<file path="src/rtl/hbi_pkg.sv">
package hbi_pkg;
   // Width of the channel address (one line selects channel A or B)
   localparam int unsigned HBI_CH_W   = 1;
   localparam int unsigned HBI_NUM_CH = 2;
   typedef logic [HBI_CH_W-1:0] hbi_ch_t;
endpackage

</file>
<file path="src/rtl/hbi_bus_decode.sv">
// Samples the bus strobes, finds their edges and turns them into one-cycle
// events qualified by chip select and the address lines.
module hbi_bus_decode
   import hbi_pkg::*;
(
   input  logic    clk,
   input  logic    rst_n,
   input  logic    cs_n,
   input  logic    rd_n,
   input  logic    wr_n,
   input  logic    sel_dac,
   input  hbi_ch_t ch_sel,
   output logic    adc_wr_fall_o,
   output logic    adc_rd_fall_o,
   output logic    adc_start_o,
   output logic    dac_load_o,
   output logic    dac_copy_o,
   output hbi_ch_t ch_o
);
   logic wr_q, rd_q;
   logic wr_fall, wr_rise, rd_fall, selected;

   always_ff @(posedge clk or negedge rst_n) begin
      if (!rst_n) begin
         wr_q <= 1'b1;
         rd_q <= 1'b1;
      end else begin
         wr_q <= wr_n;
         rd_q <= rd_n;
      end
   end

   always_comb begin
      wr_fall  = wr_q & ~wr_n;
      wr_rise  = ~wr_q & wr_n;
      rd_fall  = rd_q & ~rd_n;
      selected = ~cs_n;
      adc_wr_fall_o = selected & ~sel_dac & wr_fall;
      adc_rd_fall_o = selected & ~sel_dac & rd_fall;
      adc_start_o   = selected & ~sel_dac & wr_rise;
      dac_load_o    = selected &  sel_dac & wr_rise &  rd_n;
      dac_copy_o    = selected &  sel_dac & wr_rise & ~rd_n;
      ch_o          = ch_sel;
   end
endmodule

</file>
<file path="src/rtl/hbi_conv_ctrl.sv">
// Start handshake, result register and interrupt flag.
module hbi_conv_ctrl
   import hbi_pkg::*;
#(
   parameter int unsigned         DATA_W     = 8,
   parameter logic [DATA_W-1:0]   RESULT_RST = '0
) (
   input  logic              clk,
   input  logic              rst_n,
   input  logic              adc_wr_fall_i,
   input  logic              adc_rd_fall_i,
   input  logic              adc_start_i,
   input  hbi_ch_t           ch_i,
   input  logic              conv_done_i,
   input  logic [DATA_W-1:0] conv_data_i,
   output logic              conv_start_o,
   output hbi_ch_t           conv_ch_o,
   output logic [DATA_W-1:0] result_o,
   output logic              irq_n_o
);
   always_ff @(posedge clk or negedge rst_n) begin
      if (!rst_n) begin
         conv_start_o <= 1'b0;
         conv_ch_o    <= '0;
         result_o     <= RESULT_RST;
         irq_n_o      <= 1'b1;
      end else begin
         conv_start_o <= adc_start_i;
         if (adc_start_i) conv_ch_o <= ch_i;
         if (conv_done_i) result_o <= conv_data_i;
         // completion wins over a release in the same cycle
         if (conv_done_i)                        irq_n_o <= 1'b0;
         else if (adc_wr_fall_i || adc_rd_fall_i) irq_n_o <= 1'b1;
      end
   end
endmodule

</file>
<file path="src/rtl/hbi_dac_bank.sv">
// One code register per DAC channel, loaded from the bus or from the result.
module hbi_dac_bank
   import hbi_pkg::*;
#(
   parameter int unsigned       DATA_W = 8,
   parameter int unsigned       NUM_CH = 2,
   parameter logic [DATA_W-1:0] RST_CODE = '0
) (
   input  logic                          clk,
   input  logic                          rst_n,
   input  logic                          load_i,
   input  logic                          copy_i,
   input  hbi_ch_t                       ch_i,
   input  logic [DATA_W-1:0]             bus_data_i,
   input  logic [DATA_W-1:0]             result_i,
   output logic [NUM_CH-1:0][DATA_W-1:0] dac_o
);
   logic [DATA_W-1:0] next_code;
   assign next_code = copy_i ? result_i : bus_data_i;

   for (genvar i = 0; i < NUM_CH; i++) begin : g_ch
      logic hit;
      assign hit = (load_i | copy_i) && (ch_i == hbi_ch_t'(i));
      always_ff @(posedge clk or negedge rst_n) begin
         if (!rst_n)   dac_o[i] <= RST_CODE;
         else if (hit) dac_o[i] <= next_code;
      end
   end
endmodule

</file>
<file path="src/rtl/hbi_host_if.sv">
module hbi_host_if
   import hbi_pkg::*;
#(
   parameter int unsigned DATA_W = 8
) (
   input  logic              clk,
   input  logic              rst_n,
   input  logic              cs_n,
   input  logic              rd_n,
   input  logic              wr_n,
   input  logic              sel_dac,
   input  logic              ch_b,
   input  logic [DATA_W-1:0] data_i,
   output logic [DATA_W-1:0] data_o,
   output logic              data_oe_o,
   output logic              irq_n_o,
   output logic              conv_start_o,
   output logic              conv_ch_o,
   input  logic              conv_done_i,
   input  logic [DATA_W-1:0] conv_data_i,
   output logic [DATA_W-1:0] dac_a_o,
   output logic [DATA_W-1:0] dac_b_o
);
   localparam int unsigned       NUM_CH   = HBI_NUM_CH;
   localparam logic [DATA_W-1:0] MID_CODE = DATA_W'(1) << (DATA_W - 1);

   if (DATA_W < 2) begin : g_bad_width
      $error("hbi_host_if: DATA_W must be at least 2");
   end
   if (NUM_CH != 2) begin : g_bad_ch
      $error("hbi_host_if: one address line selects exactly two channels");
   end

   logic adc_wr_fall, adc_rd_fall, adc_start, dac_load, dac_copy;
   hbi_ch_t ch_evt, conv_ch;
   logic [DATA_W-1:0] result;
   logic [NUM_CH-1:0][DATA_W-1:0] dac_codes;

   hbi_bus_decode u_dec (
      .clk(clk), .rst_n(rst_n), .cs_n(cs_n), .rd_n(rd_n), .wr_n(wr_n),
      .sel_dac(sel_dac), .ch_sel(hbi_ch_t'(ch_b)),
      .adc_wr_fall_o(adc_wr_fall), .adc_rd_fall_o(adc_rd_fall),
      .adc_start_o(adc_start), .dac_load_o(dac_load), .dac_copy_o(dac_copy),
      .ch_o(ch_evt)
   );

   hbi_conv_ctrl #(.DATA_W(DATA_W), .RESULT_RST('0)) u_conv (
      .clk(clk), .rst_n(rst_n),
      .adc_wr_fall_i(adc_wr_fall), .adc_rd_fall_i(adc_rd_fall),
      .adc_start_i(adc_start), .ch_i(ch_evt),
      .conv_done_i(conv_done_i), .conv_data_i(conv_data_i),
      .conv_start_o(conv_start_o), .conv_ch_o(conv_ch),
      .result_o(result), .irq_n_o(irq_n_o)
   );

   hbi_dac_bank #(.DATA_W(DATA_W), .NUM_CH(NUM_CH), .RST_CODE(MID_CODE)) u_dac (
      .clk(clk), .rst_n(rst_n), .load_i(dac_load), .copy_i(dac_copy),
      .ch_i(ch_evt), .bus_data_i(data_i), .result_i(result), .dac_o(dac_codes)
   );

   assign conv_ch_o = conv_ch[0];
   assign data_o    = result;
   assign data_oe_o = ~cs_n & ~rd_n;
   assign dac_a_o   = dac_codes[0];
   assign dac_b_o   = dac_codes[1];
endmodule

</file>
<file path="config.mk">
export PLATFORM = sky130hd
export DESIGN_NAME = hbi_host_if
export DESIGN_NICKNAME = d
export VERILOG_FILES = /design/src/rtl/hbi_pkg.sv /design/src/rtl/hbi_bus_decode.sv /design/src/rtl/hbi_conv_ctrl.sv /design/src/rtl/hbi_dac_bank.sv /design/src/rtl/hbi_host_if.sv
export SDC_FILE = /design/constraint.sdc
export NUM_CORES = 1
export LEC_CHECK = 0
export ABC_CLOCK_PERIOD_IN_PS = 1300
export CAP_MARGIN = 10
export CORE_MARGIN = 3
export CORE_UTILIZATION = 28
export CTS_CLUSTER_DIAMETER = 150
export DETAILED_ROUTE_END_ITERATION = 8
export GPL_ROUTABILITY_DRIVEN = 1
export PLACE_DENSITY_LB_ADDON = 0.12
export REMOVE_ABC_BUFFERS = 1
export SYNTH_ARGS = -nofsm -noshare
export SYNTH_HDL_FRONTEND = slang
export SYNTH_SLANG_ARGS = --single-unit
</file>
<file path="constraint.sdc">
create_clock -name clk -period 1.3 [get_ports clk]
set_input_delay 0.13 -clock clk [delete_from_list [all_inputs] [get_ports clk]]
set_output_delay 0.13 -clock clk [all_outputs]
set_load 0.03 [all_outputs]
</file>
Word level (Yosys, flattened, before mapping)
Cells that the tools add are included.
{ "op_classes": {"mux": 3, "n_bitwise": 19, "n_reduce_logical": 4} }
{ "ops": {"columns": ["cell", "n"], "rows": [
  ["$and 1x1->1", 12],
  ["$mux 8", 1],
  ["$not 1->1", 6],
  ["$logic_and 1x1->1", 2],
  ["$mux 1", 2],
  ["$reduce_bool 2->1", 1],
  ["$logic_or 1x1->1", 1],
  ["$or 1x1->1", 1]
]} }
{ "word_totals": {"ff_bits": 29, "inputBits": 24, "elab_cells": 34} }

Longest topological paths before layout
{ "logic_depth": {"depth_word": 6, "ltp_mapped": 4} }

By module
Synthesis repeated with hierarchy kept, for this count alone.
{ "unflattened": {"hier_cells": 111, "hier_area_um2": 1331.3} }
{ "by_module_without_submodules": {"columns": ["mod", "n_inst", "cells_each", "area_each_um2", "seq_area_each_um2"], "rows": [
  ["hbi_dac_bank", 1, 78, 788.3, 402.9],
  ["hbi_conv_ctrl", 1, 23, 427.9, 276.5],
  ["hbi_bus_decode", 1, 9, 111.4, 52.6],
  ["hbi_host_if", 1, 1, 3.8, 0.0]
]} }

Worst setup path before layout
Ideal clock, no wire load.
{ "synth_timing": {"path_kind": "flip-flop to flip-flop", "from": "register u_dec.wr_q", "to": "register u_dac.dac_o[0] (netlist name)", "arrival_time_ps": 1182, "required_ps": 1175, "setup_slack_ps": -6, "stages_incl_launch_ff": 5, "n_path_buf": 1, "period_less_slack_ps": 1306, "cell_sequence": "dfstp_2 nor3b_2 and3b_1 buf_6 mux2_2"} }
{ "synth_between": {"elab_chain_len": 6} }
{ "synth_rtl": {"columns": ["item", "line_no", "text"], "rows": [
  ["start: declaration", "hbi_bus_decode.sv:20", "logic wr_q, rd_q;"],
  ["start signal: assignment", "hbi_bus_decode.sv:28", "wr_q <= wr_n;"],
  ["$not 1->1 *", "hbi_bus_decode.sv:35", "wr_rise = ~wr_q & wr_n;"],
  ["$and 1x1->1 *", "hbi_bus_decode.sv:35", null],
  ["$and 1x1->1 *", "hbi_bus_decode.sv:41, hbi_bus_decode.sv:42", null],
  ["$and 1x1->1 (on tied branches)", "hbi_bus_decode.sv:41, hbi_bus_decode.sv:42", null],
  ["$or 1x1->1", "hbi_dac_bank.sv:23", "assign hit = (load_i | copy_i) && (ch_i == hbi_ch_t'(i));"],
  ["$logic_and 1x1->1", "hbi_dac_bank.sv:23", null],
  ["end signal: indexed assignment", "hbi_dac_bank.sv:26", "else if (hit) dac_o[i] <= next_code;"],
  ["end: declaration", "hbi_dac_bank.sv:16", "output logic [NUM_CH-1:0][DATA_W-1:0] dac_o"]
]} }
Mark *: on every way between the ends. The rest lies on a longest branch, timed or not.
A chain may end at the register's enable or synchronous reset.

Worst setup path in the final report
{ "layout_timing": {"from": "register u_dec.wr_q", "to": "register u_dac.dac_o[3] (netlist name)"} }
Same word-level chain as after synthesis.

==> results.ini <==
[yosys]
ys.warnings.count=0
synth_common_cells=mux2_2, dfrtp_1, dfstp_2
netlist_area_um2=1200
yosysMostFrequentCell=mux2_2
ys_ff_latch=29
ys_seq_area_frac=0.611
yosysTopAreaCell=dfrtp_1
netlist-cell-type-count=14
synth_top_area_share=0.501
syn_area_per_cell_um2=15.8
synthTopCellsByArea=dfrtp_1, mux2_2, dfstp_2, nor2b_1, nor3b_2
synth_ff_type=dfrtp_1
async_reset_ff_frac=1.00
synth_edf_count=0
synthCells=76

[timing]
setup_ws_ns=-0.0722
max_freq_mhz=729
finalHoldViolCount=0
rsz0062_at_grt=yes
post-route-period-util=1.06
fin_crit_ns=1.37
worst_slew_pin_slew_ns=0.321
max-slew-margin-rel=0.787
fin_skew_ns=0.00299
setup_violations=16
slew_violations=0

[final_layout]
diodes=0
syn_to_final_growth_pct=64.1
final_cell_count_no_fill=191
drive_gt1_frac=0.433
final_cell_area_um2=1970
nNetsFinal=164

[pwr]
switching_share=0.322
p_int_mw=1.99
p_switching_mw=0.948
combPwrFrac=0.343
pwr-share-clk=0.254
seqPwrFrac=0.404
peakVddDrop_v=0.000750
power.density_nw_per_um2=1490
p_leak_nw=0.914

[worst_setup_path]
arrival_ns=1.53
crit_slowest_cell=dfstp_2
worst-setup-path-type=flop to flop
worst_setup_path_end_kind=flop
crit_fanout=8
worstPathRequired_ns=1.46
worst_setup_path_start_kind=flop
worstPathCellList=nor3b_2, and3b_2, buf_12, mux2_4
worst_path_largest_cell_delay_ns=0.54

[global_routing]
antenna_found_initial=0
grt_pass1_vias=985
grt_max_degree=30
grt.overflow.total=0
grtUsageTotal=0.131
grt_pass1_wl_um=5000

[floorplanning]
core_um2=4060
rows=23
io_pins=52
dieWidth_um=71.4
die_h_um=71.4
dieArea_um2=5100
start_util=0.295

[route]
drt-pass1-iter-count=3
vias=853
drc=0
wl_um=2980
antenna_left=0
wl_per_cell_um=15.6
drtIter0Drc=18
via_per_inst=4.47

[placed_design]
place_area_um2=1850
hpwl_um=2090
port_buffers=51
dp.cells=183
gp_congestion=0.757

[clock_tree]
cts_tree=built
clk_path_buf_depth=2
cts_buffers=5
clk_latency_ns=0.28
clockRootBuffer=clkbuf_8
cts_sinks=29
htreeDepth=2
clkTransAtPathRegs_ns=0.06
ctsHoldBuffers=0

[outcome]
status=finished, violations left
violations=setup timing

[job]
cap_viol_max_count=0

[hold_path]
hold_class=input pin to async pin

-- sequential cells by signal (all words and copies together) (netlist names) --
name / flops
u_dec.wr_q: 1
u_dac.dac_o: 16
u_conv.conv_ch_o: 1
u_conv.conv_start_o: 1
u_conv.result_o: 8
u_dec.rd_q: 1
u_conv.irq_n_o: 1
-- stage by stage --
stage / setup TNS [ns] / setup slack [ns] / util / hold WS [ns] / power [mW]
after global routing: -1.47 / -0.108 / 0.485 / 0.231 / 3.10
after CTS: -0.415 / -0.0560 / 0.480 / 0.230 / 2.96
final: -0.722 / -0.0722 / 0.485 / 0.216 / 2.94
after detailed placement: -5.47 / -0.336 / 0.455 / 0.459 / 2.26
after floorplan: -0.561 / -0.0752 / - / -0.166 / 1.73
after global placement: -4.74 / -0.305 / 0.455 / 0.453 / 2.24
-- power groups by stage --
stage          registers [mW]  clock network [mW]  logic (mW)
4_1_cts                  1.19               0.769       0.996
3_5_place_dp             1.21                   0        1.05
2_1_floorplan            1.53                   0       0.194
6_report                 1.19               0.746        1.01
3_3_place_gp             1.21                   0        1.04
5_1_grt                  1.22               0.819        1.06
-- path summary, 6_finish.rpt --
kind / from / endpoint / slack [ns] / cells after the start
hold reg to reg: u_conv.irq_n_o / u_conv.irq_n_o / 0.47 / 2
setup reg to reg: u_dec.wr_q / u_dac.dac_o[3] / -0.07 / 4
min in group clk: wr_n / u_dec.wr_q / 0.43 / 2
hold / removal: rst_n / u_conv.conv_start_o / 0.22 / 2
max in group asynchronous: rst_n / u_conv.irq_n_o / 0.84 / 2
setup / recovery: u_dec.wr_q / u_dac.dac_o[3] / -0.07 / 4
-- metal layers --
layer | wire length [um] | GRT usage | vias to the layer above
li1 | - | - | 393
met1 | 1340 | 0.166 | 414
met2 | 1360 | 0.199 | 39
met3 | 217 | 0.0435 | 7
met4 | 61 | 0.0689 | 0
met5 | 0 | 0 | -
-- worst max-delay path: cells and delay by family, from the launching register on --
family	cells	cell delay, ns
and+or+nand+nor	2	0.28
DFF	1	0.54
muxes	1	0.29
buffers and inverters	1	0.15
-- cells by family after synthesis --
logic type             share of synthesized area
muxes                                      0.310
buffers and inverters                     0.0209
and+or+nand+nor                           0.0501
DFF                                        0.611
AOI/OAI and AO/OA                        0.00834
-- area by class of cell --
cell class	instances	area, um2
clock buffers	8	90.1
inverters	1	3.75
flip-flops and latches	29	732
multi-input cells	43	503
repair buffers	60	576
fillers	378	2090
well taps	50	62.6
-- layout by cell type, fill, tap and decap left out, drive strengths merged, types with 2 or more instances in the layout --
| cell type | synthesis | layout |
|---|---|---|
| mux2 | 33 | 33 |
| dlygate4sd2 | 0 | 24 |
| dfrtp | 24 | 24 |
| clkdlybuf4s50 | 0 | 23 |
| buf | 3 | 13 |
| clkbuf | 0 | 8 |
| dfstp | 5 | 5 |
| nor2 | 2 | 2 |
| nor2b | 2 | 2 |
-- what timing repair did --
action | CTS | global route
hold endpoints to repair | 0 | 0
resized for setup | 35 | 5
pin swaps | 1 | 2
buffers inserted | 1 | 0
endpoints found under the setup margin | 40 | 17
Note: power is estimated with default switching activity, not from simulation.
